### src/rtl/segmon_pkg.sv
package segmon_pkg;

  typedef enum logic [3:0] {
    VC_NONE      = 4'd0,
    VC_DUP_START = 4'd1,
    VC_STRAY     = 4'd2
  } viol_code_e;

  localparam int STICKY_DUP   = 0;
  localparam int STICKY_STRAY = 1;

endpackage

### src/rtl/segmon_step.sv
module segmon_step #(
  parameter int NCHAN  = 16,
  parameter int CHAN_W = 4
) (
  input  logic              en,
  input  logic              sop,
  input  logic              eop,
  input  logic              err,
  input  logic [CHAN_W-1:0] chan,
  input  logic [NCHAN-1:0]  open_in,
  output logic [NCHAN-1:0]  open_out,
  output logic              dup,
  output logic              stray,
  output logic              good_end,
  output logic              bad_end
);

  logic was_open;

  always_comb begin
    was_open = open_in[chan];
    open_out = open_in;
    dup      = 1'b0;
    stray    = 1'b0;
    good_end = 1'b0;
    bad_end  = 1'b0;
    if (en) begin
      if (sop) begin
        dup = was_open;
        if (eop) begin
          open_out[chan] = 1'b0;
          good_end       = ~err;
          bad_end        = err;
        end else begin
          open_out[chan] = 1'b1;
        end
      end else if (!was_open) begin
        stray = 1'b1;
      end else if (eop) begin
        open_out[chan] = 1'b0;
        good_end       = ~err;
        bad_end        = err;
      end
    end
  end

endmodule

### src/rtl/segmon_lanes.sv
module segmon_lanes #(
  parameter int LANES = 16,
  parameter int MTY_W = 4
) (
  input  logic             en,
  input  logic             eop,
  input  logic             err,
  input  logic [MTY_W-1:0] mty,
  output logic [LANES-1:0] vld
);

  localparam logic [MTY_W-1:0] TOP_BIT = MTY_W'(1) << (MTY_W - 1);

  logic [MTY_W-1:0] eff;

  always_comb begin
    eff = err ? (mty & TOP_BIT) : mty;
    for (int k = 0; k < LANES; k++) begin
      vld[k] = en && (!eop || (k >= int'(eff)));
    end
  end

endmodule

### src/rtl/segbus_frame_monitor.sv
module segbus_frame_monitor
  import segmon_pkg::*;
#(
  parameter int SEGS      = 4,
  parameter int SEG_BYTES = 16,
  parameter int CHAN_W    = 4,
  parameter int MTY_W     = 4,
  parameter int CNT_W     = 32,
  localparam int SEG_IDX_W = (SEGS > 1) ? $clog2(SEGS) : 1
) (
  input  logic                      clk,
  input  logic                      rst,
  input  logic [SEGS-1:0]           seg_en,
  input  logic [SEGS-1:0]           seg_sop,
  input  logic [SEGS-1:0]           seg_eop,
  input  logic [SEGS-1:0]           seg_err,
  input  logic [SEGS*CHAN_W-1:0]    seg_chan,
  input  logic [SEGS*MTY_W-1:0]     seg_mty,
  output logic                      viol_valid,
  output logic [3:0]                viol_code,
  output logic [SEG_IDX_W-1:0]      viol_seg,
  output logic [1:0]                sticky_flags,
  output logic [CNT_W-1:0]          good_count,
  output logic [CNT_W-1:0]          err_count,
  output logic [SEGS*SEG_BYTES-1:0] lane_valid
);

  localparam int NCHAN = 1 << CHAN_W;

  logic [NCHAN-1:0] open_q;
  logic [NCHAN-1:0] chain [SEGS+1];
  logic [SEGS-1:0]  dup_v, stray_v, good_v, bad_v;
  logic [SEGS*SEG_BYTES-1:0] lane_d;

  assign chain[0] = open_q;

  for (genvar g = 0; g < SEGS; g++) begin : g_seg
    segmon_step #(.NCHAN(NCHAN), .CHAN_W(CHAN_W)) u_step (
      .en       (seg_en[g]),
      .sop      (seg_sop[g]),
      .eop      (seg_eop[g]),
      .err      (seg_err[g]),
      .chan     (seg_chan[g*CHAN_W +: CHAN_W]),
      .open_in  (chain[g]),
      .open_out (chain[g+1]),
      .dup      (dup_v[g]),
      .stray    (stray_v[g]),
      .good_end (good_v[g]),
      .bad_end  (bad_v[g])
    );

    segmon_lanes #(.LANES(SEG_BYTES), .MTY_W(MTY_W)) u_lanes (
      .en  (seg_en[g]),
      .eop (seg_eop[g]),
      .err (seg_err[g]),
      .mty (seg_mty[g*MTY_W +: MTY_W]),
      .vld (lane_d[g*SEG_BYTES +: SEG_BYTES])
    );

    // valid lanes always form one block that reaches the top lane
    p_lane_shape_r8: assert property (@(posedge clk) disable iff (rst)
      ((~lane_valid[g*SEG_BYTES +: SEG_BYTES]) &
       ((~lane_valid[g*SEG_BYTES +: SEG_BYTES]) + 1'b1)) == '0);

    // an idle segment yields an empty mask one cycle later
    p_idle_lanes_r2: assert property (@(posedge clk) disable iff (rst)
      !$past(seg_en[g]) |-> (lane_valid[g*SEG_BYTES +: SEG_BYTES] == '0));
  end

  logic                 any_viol;
  viol_code_e           code_d;
  logic [SEG_IDX_W-1:0] seg_d;
  logic [CNT_W-1:0]     good_inc, bad_inc;

  always_comb begin
    any_viol = |(dup_v | stray_v);
    code_d   = VC_NONE;
    seg_d    = '0;
    for (int s = SEGS - 1; s >= 0; s--) begin
      if (dup_v[s] || stray_v[s]) begin
        code_d = dup_v[s] ? VC_DUP_START : VC_STRAY;
        seg_d  = SEG_IDX_W'(s);
      end
    end
    good_inc = '0;
    bad_inc  = '0;
    for (int s = 0; s < SEGS; s++) begin
      good_inc = good_inc + CNT_W'(good_v[s]);
      bad_inc  = bad_inc + CNT_W'(bad_v[s]);
    end
  end

  always_ff @(posedge clk) begin
    if (rst) begin
      open_q       <= '0;
      viol_valid   <= 1'b0;
      viol_code    <= 4'd0;
      viol_seg     <= '0;
      sticky_flags <= '0;
      good_count   <= '0;
      err_count    <= '0;
      lane_valid   <= '0;
    end else begin
      open_q       <= chain[SEGS];
      viol_valid   <= any_viol;
      viol_code    <= code_d;
      viol_seg     <= seg_d;
      sticky_flags[STICKY_DUP]   <= sticky_flags[STICKY_DUP] | (|dup_v);
      sticky_flags[STICKY_STRAY] <= sticky_flags[STICKY_STRAY] | (|stray_v);
      good_count   <= good_count + good_inc;
      err_count    <= err_count + bad_inc;
      lane_valid   <= lane_d;
    end
  end

  // a pulse always carries a defined nonzero code
  p_code_defined_r13: assert property (@(posedge clk) disable iff (rst)
    viol_valid |-> (viol_code == 4'd1 || viol_code == 4'd2));

  // no pulse means code and index are both zero
  p_quiet_zero_r13: assert property (@(posedge clk) disable iff (rst)
    !viol_valid |-> (viol_code == 4'd0 && viol_seg == '0));

  // sticky bits only ever gain set bits
  p_sticky_hold_r11: assert property (@(posedge clk) disable iff (rst)
    (sticky_flags & $past(sticky_flags)) == $past(sticky_flags));

  // a reported fault has its kind recorded as sticky
  p_pulse_sticky_r10: assert property (@(posedge clk) disable iff (rst)
    (viol_valid && viol_code == 4'd1) |-> sticky_flags[STICKY_DUP]);

  // at most one completion per segment per cycle
  p_count_step_r3: assert property (@(posedge clk) disable iff (rst)
    (good_count - $past(good_count)) <= CNT_W'(SEGS));

  // the same bound holds for error completions
  p_err_step_r9: assert property (@(posedge clk) disable iff (rst)
    (err_count - $past(err_count)) <= CNT_W'(SEGS));

endmodule

### config.mk
export PLATFORM = sky130hd
export DESIGN_NAME = segbus_frame_monitor
export DESIGN_NICKNAME = d
export VERILOG_FILES = /design/src/rtl/segmon_pkg.sv /design/src/rtl/segmon_step.sv /design/src/rtl/segmon_lanes.sv /design/src/rtl/segbus_frame_monitor.sv
export SDC_FILE = /design/constraint.sdc
export NUM_CORES = 1
export LEC_CHECK = 0
export ABC_AREA = 1
export BUFFER_PORTS_ARGS = -buffer_cell sky130_fd_sc_hd__clkbuf_2
export CAP_MARGIN = 30
export CORE_MARGIN = 5
export CORE_UTILIZATION = 60
export CTS_BUF_LIST = sky130_fd_sc_hd__clkbuf_8
export CTS_CLUSTER_SIZE = 14
export DETAILED_ROUTE_END_ITERATION = 6
export PLACE_DENSITY = 0.86
export SLEW_MARGIN = 15
export SYNTH_ARGS = -nofsm -noshare
export SYNTH_HDL_FRONTEND = slang
export SYNTH_SLANG_ARGS = --single-unit
### constraint.sdc
create_clock -name clk -period 9 [get_ports clk]
set_input_delay 0.45 -clock clk [delete_from_list [all_inputs] [get_ports clk]]
set_output_delay 0.45 -clock clk [all_outputs]
set_load 0.01 [all_outputs]
# [Word level (Yosys, flattened, before mapping)]
# Index checks and enable logic that the tools add are counted.
[totals] register_bits=153 input_bits=50 out_inout_bits=137 elab_cells=344
[op_classes] n_addsub=8 n_lt_le_gt_ge=68 muxes=103 n_bitwise=19 reduce_logical=137
[op_table] operator="$mux W16" count=20
[op_table] operator="$ge A4 B4 Y1 const A" count=28
[op_table] operator="$add A32 B4 Y32" count=2
[op_table] operator="$and A16 B16 Y16" count=4
[op_table] operator="$ge A3 B4 Y1 const A" count=16
[op_table] operator="$logic_and A1 B1 Y1" count=64
[op_table] operator="$logic_or A1 B1 Y1" count=64
[op_table] operator="$not A16 Y16" count=4
[op_table] operator="$or A16 B16 Y16" count=4
[op_table] operator="$mux W1" count=61
[op_table] operator="$ge A1 B4 Y1 const A" count=8
[op_table] operator="$ge A2 B4 Y1 const A" count=8
[op_table] operator="$lt A4 B5 Y1 const B" count=4
[op_table] operator="$bmux W1 S4" count=4
[op_table] operator="$demux W1 S4" count=4
[op_table] operator="$ge A4 B1 Y1 const B" count=4
[op_table] operator="$mux W2" count=7
[op_table] operator="$mux W3" count=4
[op_table] operator="$mux W4" count=3
[op_table] operator="$reduce_or A4 Y1" count=3
[op_table] operator="$add A3 B1 Y4" count=2
[op_table] operator="$add A2 B1 Y3" count=2
[op_table] operator="$add A1 B1 Y2" count=2
[op_table] operator="$logic_not A1 Y1" count=4
[op_table] operator="other kinds (5)" count=9

# [Longest topological paths before layout]
[logic_depth] word_depth=30 depth_mapped=62 depth_no_buf=61

# [Modules after synthesis]
# Synthesis repeated with hierarchy kept, for this count alone.
[unflattened] hier_cells=1904 hier_area_um2=10705.3
[modules_own_cells] mod="segbus_frame_monitor" n_inst=1 cells_per_inst=848 area_each_um2=6175.9 seq_area_each_um2=3022.9
[modules_own_cells] mod="segmon_step" n_inst=4 cells_per_inst=222 area_each_um2=923.4 seq_area_each_um2=0.0
[modules_own_cells] mod="segmon_lanes" n_inst=4 cells_per_inst=42 area_each_um2=209.0 seq_area_each_um2=0.0

# [Least setup slack after synthesis]
# No wires, ideal clock.
[synth_path] kind="input -> register" startpoint="input port seg_eop[0]" endpoint="register good_count[31]" setup_ps=116 arrival_ps=5569 t_required_ps=8884 slack_ps=3314 path_stages=60 cell_sequence="clkbuf_1 -> inv_1 -> clkbuf_1 -> o21ai_0 -> nand2_1 -> nand2_1 -> nand2_1 -> nand2_1 -> nand2_1 -> nand2_1 -> nand2_1 -> nand2_1 -> nand2_1 -> nand2_1 -> nand2_1 -> nand2_1 -> nand2_1 -> nand2_1 -> (+24 left out) -> nor2_4 -> nand2_2 -> nor2_4 -> nand2_2 -> nor2_4 -> nand2_4 -> nor2_4 -> nand2_2 -> nor2_4 -> nand2_4 -> nor2_4 -> nand3_4 -> nor2_4 -> nand2_4 -> nor2_8 -> nand2_2 -> o21ai_1 -> a21oi_1"
[synth_via] elab_chain_len=21 word_cells_on_any_way=42 cone_classes="add/sub: 4; mux: 34; bitwise: 4"
[synth_rtl] element="from (decl)" line_no="segbus_frame_monitor.sv:15" text="input logic [SEGS-1:0] seg_eop,"
[synth_rtl] element="$mux W16" line_no="segmon_step.sv:39" text="end else if (eop) begin"
[synth_rtl] element="$mux W16" line_no="segmon_step.sv:37" text="end else if (!was_open) begin"
[synth_rtl] element="$mux W16" line_no="segmon_step.sv:28" text="if (sop) begin"
[synth_rtl] element="$mux W16" line_no="segmon_step.sv:27" text="if (en) begin"
[synth_rtl] element="$bmux W1 S4 / $and A16 B16 Y16 (equally long branches)"
[synth_rtl] element="$mux W1 (not written as such) / $mux W16 (equally long branches)" line_no="segmon_step.sv:21, segmon_step.sv:39"
[synth_rtl] element="$mux W16" line_no="segmon_step.sv:37"
[synth_rtl] element="$mux W16" line_no="segmon_step.sv:28"
[synth_rtl] element="(+5 left out)"
[synth_rtl] element="$mux W16" line_no="segmon_step.sv:27"
[synth_rtl] element="$bmux W1 S4" line_no="segmon_step.sv:21" text="was_open = open_in[chan];"
[synth_rtl] element="$mux W1 (not written as such)" line_no="segmon_step.sv:21"
[synth_rtl] element="$mux W1" line_no="segmon_step.sv:37"
[synth_rtl] element="$mux W1" line_no="segmon_step.sv:28"
[synth_rtl] element="$mux W1" line_no="segmon_step.sv:27"
[synth_rtl] element="$add A3 B1 Y4 *" line_no="segbus_frame_monitor.sv:88" text="good_inc = good_inc + CNT_W'(good_v[s]);"
[synth_rtl] element="$add A32 B4 Y32 *" line_no="segbus_frame_monitor.sv:110" text="good_count <= good_count + good_inc;"
[synth_rtl] element="to (signal assigned)" line_no="segbus_frame_monitor.sv:110"
[synth_rtl] element="to (decl)" line_no="segbus_frame_monitor.sv:23" text="output logic [CNT_W-1:0] good_count,"
# Every way passes the cells marked *; elsewhere a longest branch is shown, timed or not. The select of a mux whose other input is x is not followed.
# A chain may end at the register's enable or synchronous reset.

# [Worst setup path in the final report]
[layout_path] startpoint="input port seg_en[0]" endpoint="register good_count[31]"
[layout_via] elab_chain_len=18 word_cells_on_any_way=35 cone_classes="add/sub: 4; mux: 27; bitwise: 4"
[layout_rtl] element="from (decl)" line_no="segbus_frame_monitor.sv:13" text="input logic [SEGS-1:0] seg_en,"
[layout_rtl] element="$mux W16" line_no="segmon_step.sv:27"
[layout_rtl] element="$bmux W1 S4 / $and A16 B16 Y16 (equally long branches)"
[layout_rtl] element="$mux W1 (not written as such) / $mux W16 (equally long branches)" line_no="segmon_step.sv:21, segmon_step.sv:39"
[layout_rtl] element="$mux W16" line_no="segmon_step.sv:37"
[layout_rtl] element="$mux W16" line_no="segmon_step.sv:28"
[layout_rtl] element="$mux W16" line_no="segmon_step.sv:27"
[layout_rtl] element="$bmux W1 S4 / $and A16 B16 Y16 (equally long branches)"
[layout_rtl] element="$mux W1 (not written as such) / $mux W16 (equally long branches)" line_no="segmon_step.sv:21, segmon_step.sv:39"
[layout_rtl] element="(+2 left out)"
[layout_rtl] element="$mux W16" line_no="segmon_step.sv:27"
[layout_rtl] element="$bmux W1 S4" line_no="segmon_step.sv:21"
[layout_rtl] element="$mux W1 (not written as such)" line_no="segmon_step.sv:21"
[layout_rtl] element="$mux W1" line_no="segmon_step.sv:37"
[layout_rtl] element="$mux W1" line_no="segmon_step.sv:28"
[layout_rtl] element="$mux W1" line_no="segmon_step.sv:27"
[layout_rtl] element="$add A3 B1 Y4 *" line_no="segbus_frame_monitor.sv:88"
[layout_rtl] element="$add A32 B4 Y32 *" line_no="segbus_frame_monitor.sv:110"
# Marks and branches as above.

==> qor.csv <==
metric,value,unit
area_delta_synth_final,15.37,%
reg2reg_depth,57,
yosysTopAreaCellShare,32.75,%
drc,0,
netlist_area,0.009229,mm²
relSlewSlack,55.52,%
synth_cells,1534,
routed_wl,27370,µm
ys_top_cells_by_area,"dfxtp_1 33%, nand2_1 25%, inv_1 8.2%",
cts_setup_buffers,0,
setup_violations,0,
ant_nets,0,
worstHoldPathCells,2,
startpoint_type,primary input,
cts-hold-fix-buffers,0,
hold_class,in2reg,
worstPathRequired,9.36,ns
p_per_area,152.1,mW/mm²
clock_sinks,151,
hold_viol,0,
yosysMostFrequentCell,nand2_1,
die-area,0.01796,mm²
antenna_found_initial,0,
ctsHtreeMaxLevel,4,
tightest_slew,0.6671,ns
grt_start_max_net_pins,58,
rsz0062_at_grt,false,
die_w,134.0,µm
yosys.area.top_type,dfxtp_1,
ys_types,44,
synth_edf_count,0,
cts_inserted_buffers,17,
post-dp-hpwl,21140,µm
clockBufferDepth,2,
ir_drop,119.0,µV
worstPathArrival,6.85,ns
crit_path_max_fanout,21,
antennaDiodeCount,0,
endpoint_kind,flop,
worst_path_largest_cell_delay,0.53,ns
clock.fmax,154.1,MHz
ys_ff_latch,151,
insertion_delay,0.47,ns
dieHeight,134.0,µm
synth-seq-area-share,32.75,%
grt_pass1_vias,9452,
synthFlopType,dfxtp_1,
first_pass_iters,6,
yosys_warnings,0,
path_clk_slew,0.10,ns
slew_viol_final,0,
vias_per_cell,5.347,
nets,1752,
cp_slowest_cell,clkinv_1,
grt_pass1_wl,44760,µm
p_leak,5.522,nW
synth_common_cells,"605 x nand2_1, 202 x inv_1, 151 x dfxtp_1, 151 x nor2_1, 75 x a21oi_1",
power,1.619,mW
max_cap_viol_count,0,
overflow,0,
status,"finished, final reports clean",
finalCriticalPeriod,6.491,ns
avgSynthCellArea,6.016,µm²
async_flop_share,0,%
period_share,72.12,%
gp_congestion,0.9616,
clock_skew,0.01647,ns
setup-tns-final,0,ns
grt_usage,30.15,%
port_buffers,184,
coreArea,0.01515,mm²
dr.first_iter.drc_count,801,
dr_total_vias,10140,
cp_common_cell,nand2_1,
critical_path_class,in2reg,
layout-drive-gt1-share,16.15,%
cts.root.buffer_cell,clkbuf_8,
boundaryPins,187,
fp-row-count,45,
initial_core_util,60.93,%
cts_resized,0,
post_drt_wl_per_cell,14.43,µm
cts_tree,built,
path summary, 6_finish.rpt:
check	end	from	slack, ns
worst max-delay path	good_count[31]$_SDFF_PP0_	seg_en[0]	2.51
worst min-delay path	lane_valid[13]$_SDFF_PP0_	seg_mty[2]	0.19
worst max register to register	good_count[31]$_SDFF_PP0_	open_q[4]$_SDFF_PP0_	2.87
worst min register to register	good_count[31]$_SDFF_PP0_	good_count[31]$_SDFF_PP0_	0.47
power by group:
| part | internal [mW] | switching, mW | leakage [nW] | total (mW) |
|---|---|---|---|---|
| Combinational | 0.119 | 0.255 | 4.08 | 0.374 |
| Clock | 0.253 | 0.273 | 0.204 | 0.525 |
| Sequential | 0.704 | 0.0155 | 1.24 | 0.720 |
worst max-delay path: cells and delay by family:
| kind | cells | cell delay, ns |
|---|---|---|
| simple gates | 47 | 4.80 |
| buf+inv | 5 | 1.08 |
| fa+ha+maj | 1 | 0.33 |
| compound gates | 2 | 0.17 |
registers in the layout, summed over array words and instances, names as in the netlist:
name and cells:
viol_valid 1, viol_seg 2, open_q 16, sticky_flags 2, lane_valid 64, err_count 32, viol_code 2, good_count 32
layer usage:
metal | global-route usage [%] | part of all wire (%) | vias up
met3 | 6.152 | 8.4 | 86
met5 | 0 | 0 | -
met1 | 36.99 | 41 | 4437
li1 | - | - | 5139
met4 | 13.12 | 3.8 | 0
met2 | 51.43 | 47 | 482
cell type report:
cell class              instances  area (µm²)
multi-input cells            1129        5238
repair buffers                186       955.9
well taps                     188       235.2
clock inverters                11       115.1
flip-flops and latches        151        3023
clock buffers                  21       289.0
inverters                     211       792.0
fillers                      1343        4498
stage by stage:
stage	setup WS [ns]	hold WS (ns)	instance area [µm²]	utilization, %	instances
floorplan	3.314	0.4872	9233	-	1535
global placement	2.269	0.4535	10220	67.45	1864
detailed placement	2.137	0.4631	10220	67.45	1864
CTS	2.578	0.1740	10620	70.12	1896
global route	1.860	0.1878	10650	70.30	1897
finish	2.509	0.1870	10650	70.30	1897
placed cells by master, fill, tap and decap left out, types with 6 or more instances in the layout:
cell        n
a21oi_1    75
clkbuf_2  184
clkbuf_8   21
clkinv_4    6
dfxtp_1   151
inv_1     202
nand2_1   605
nand2_2    18
nand3_1    36
nand4_1    16
nor2_1    151
nor2_4     22
nor3_1     28
nor4_1      6
o211ai_1   34
o21a_1      7
o21ai_0    68
o21ai_1     6
o22ai_1     9
cells by family after synthesis:
group           after synthesis  share of synthesized area (%)
simple gates                895                          41.07
compound gates              225                          14.37
xor+xnor                      1                        0.09492
other cells                   1                        0.04063
buf+inv                     255                          10.53
flops                       151                          32.75
fa+ha+maj                     6                          1.139
Note: power is estimated with default switching activity, not from simulation.
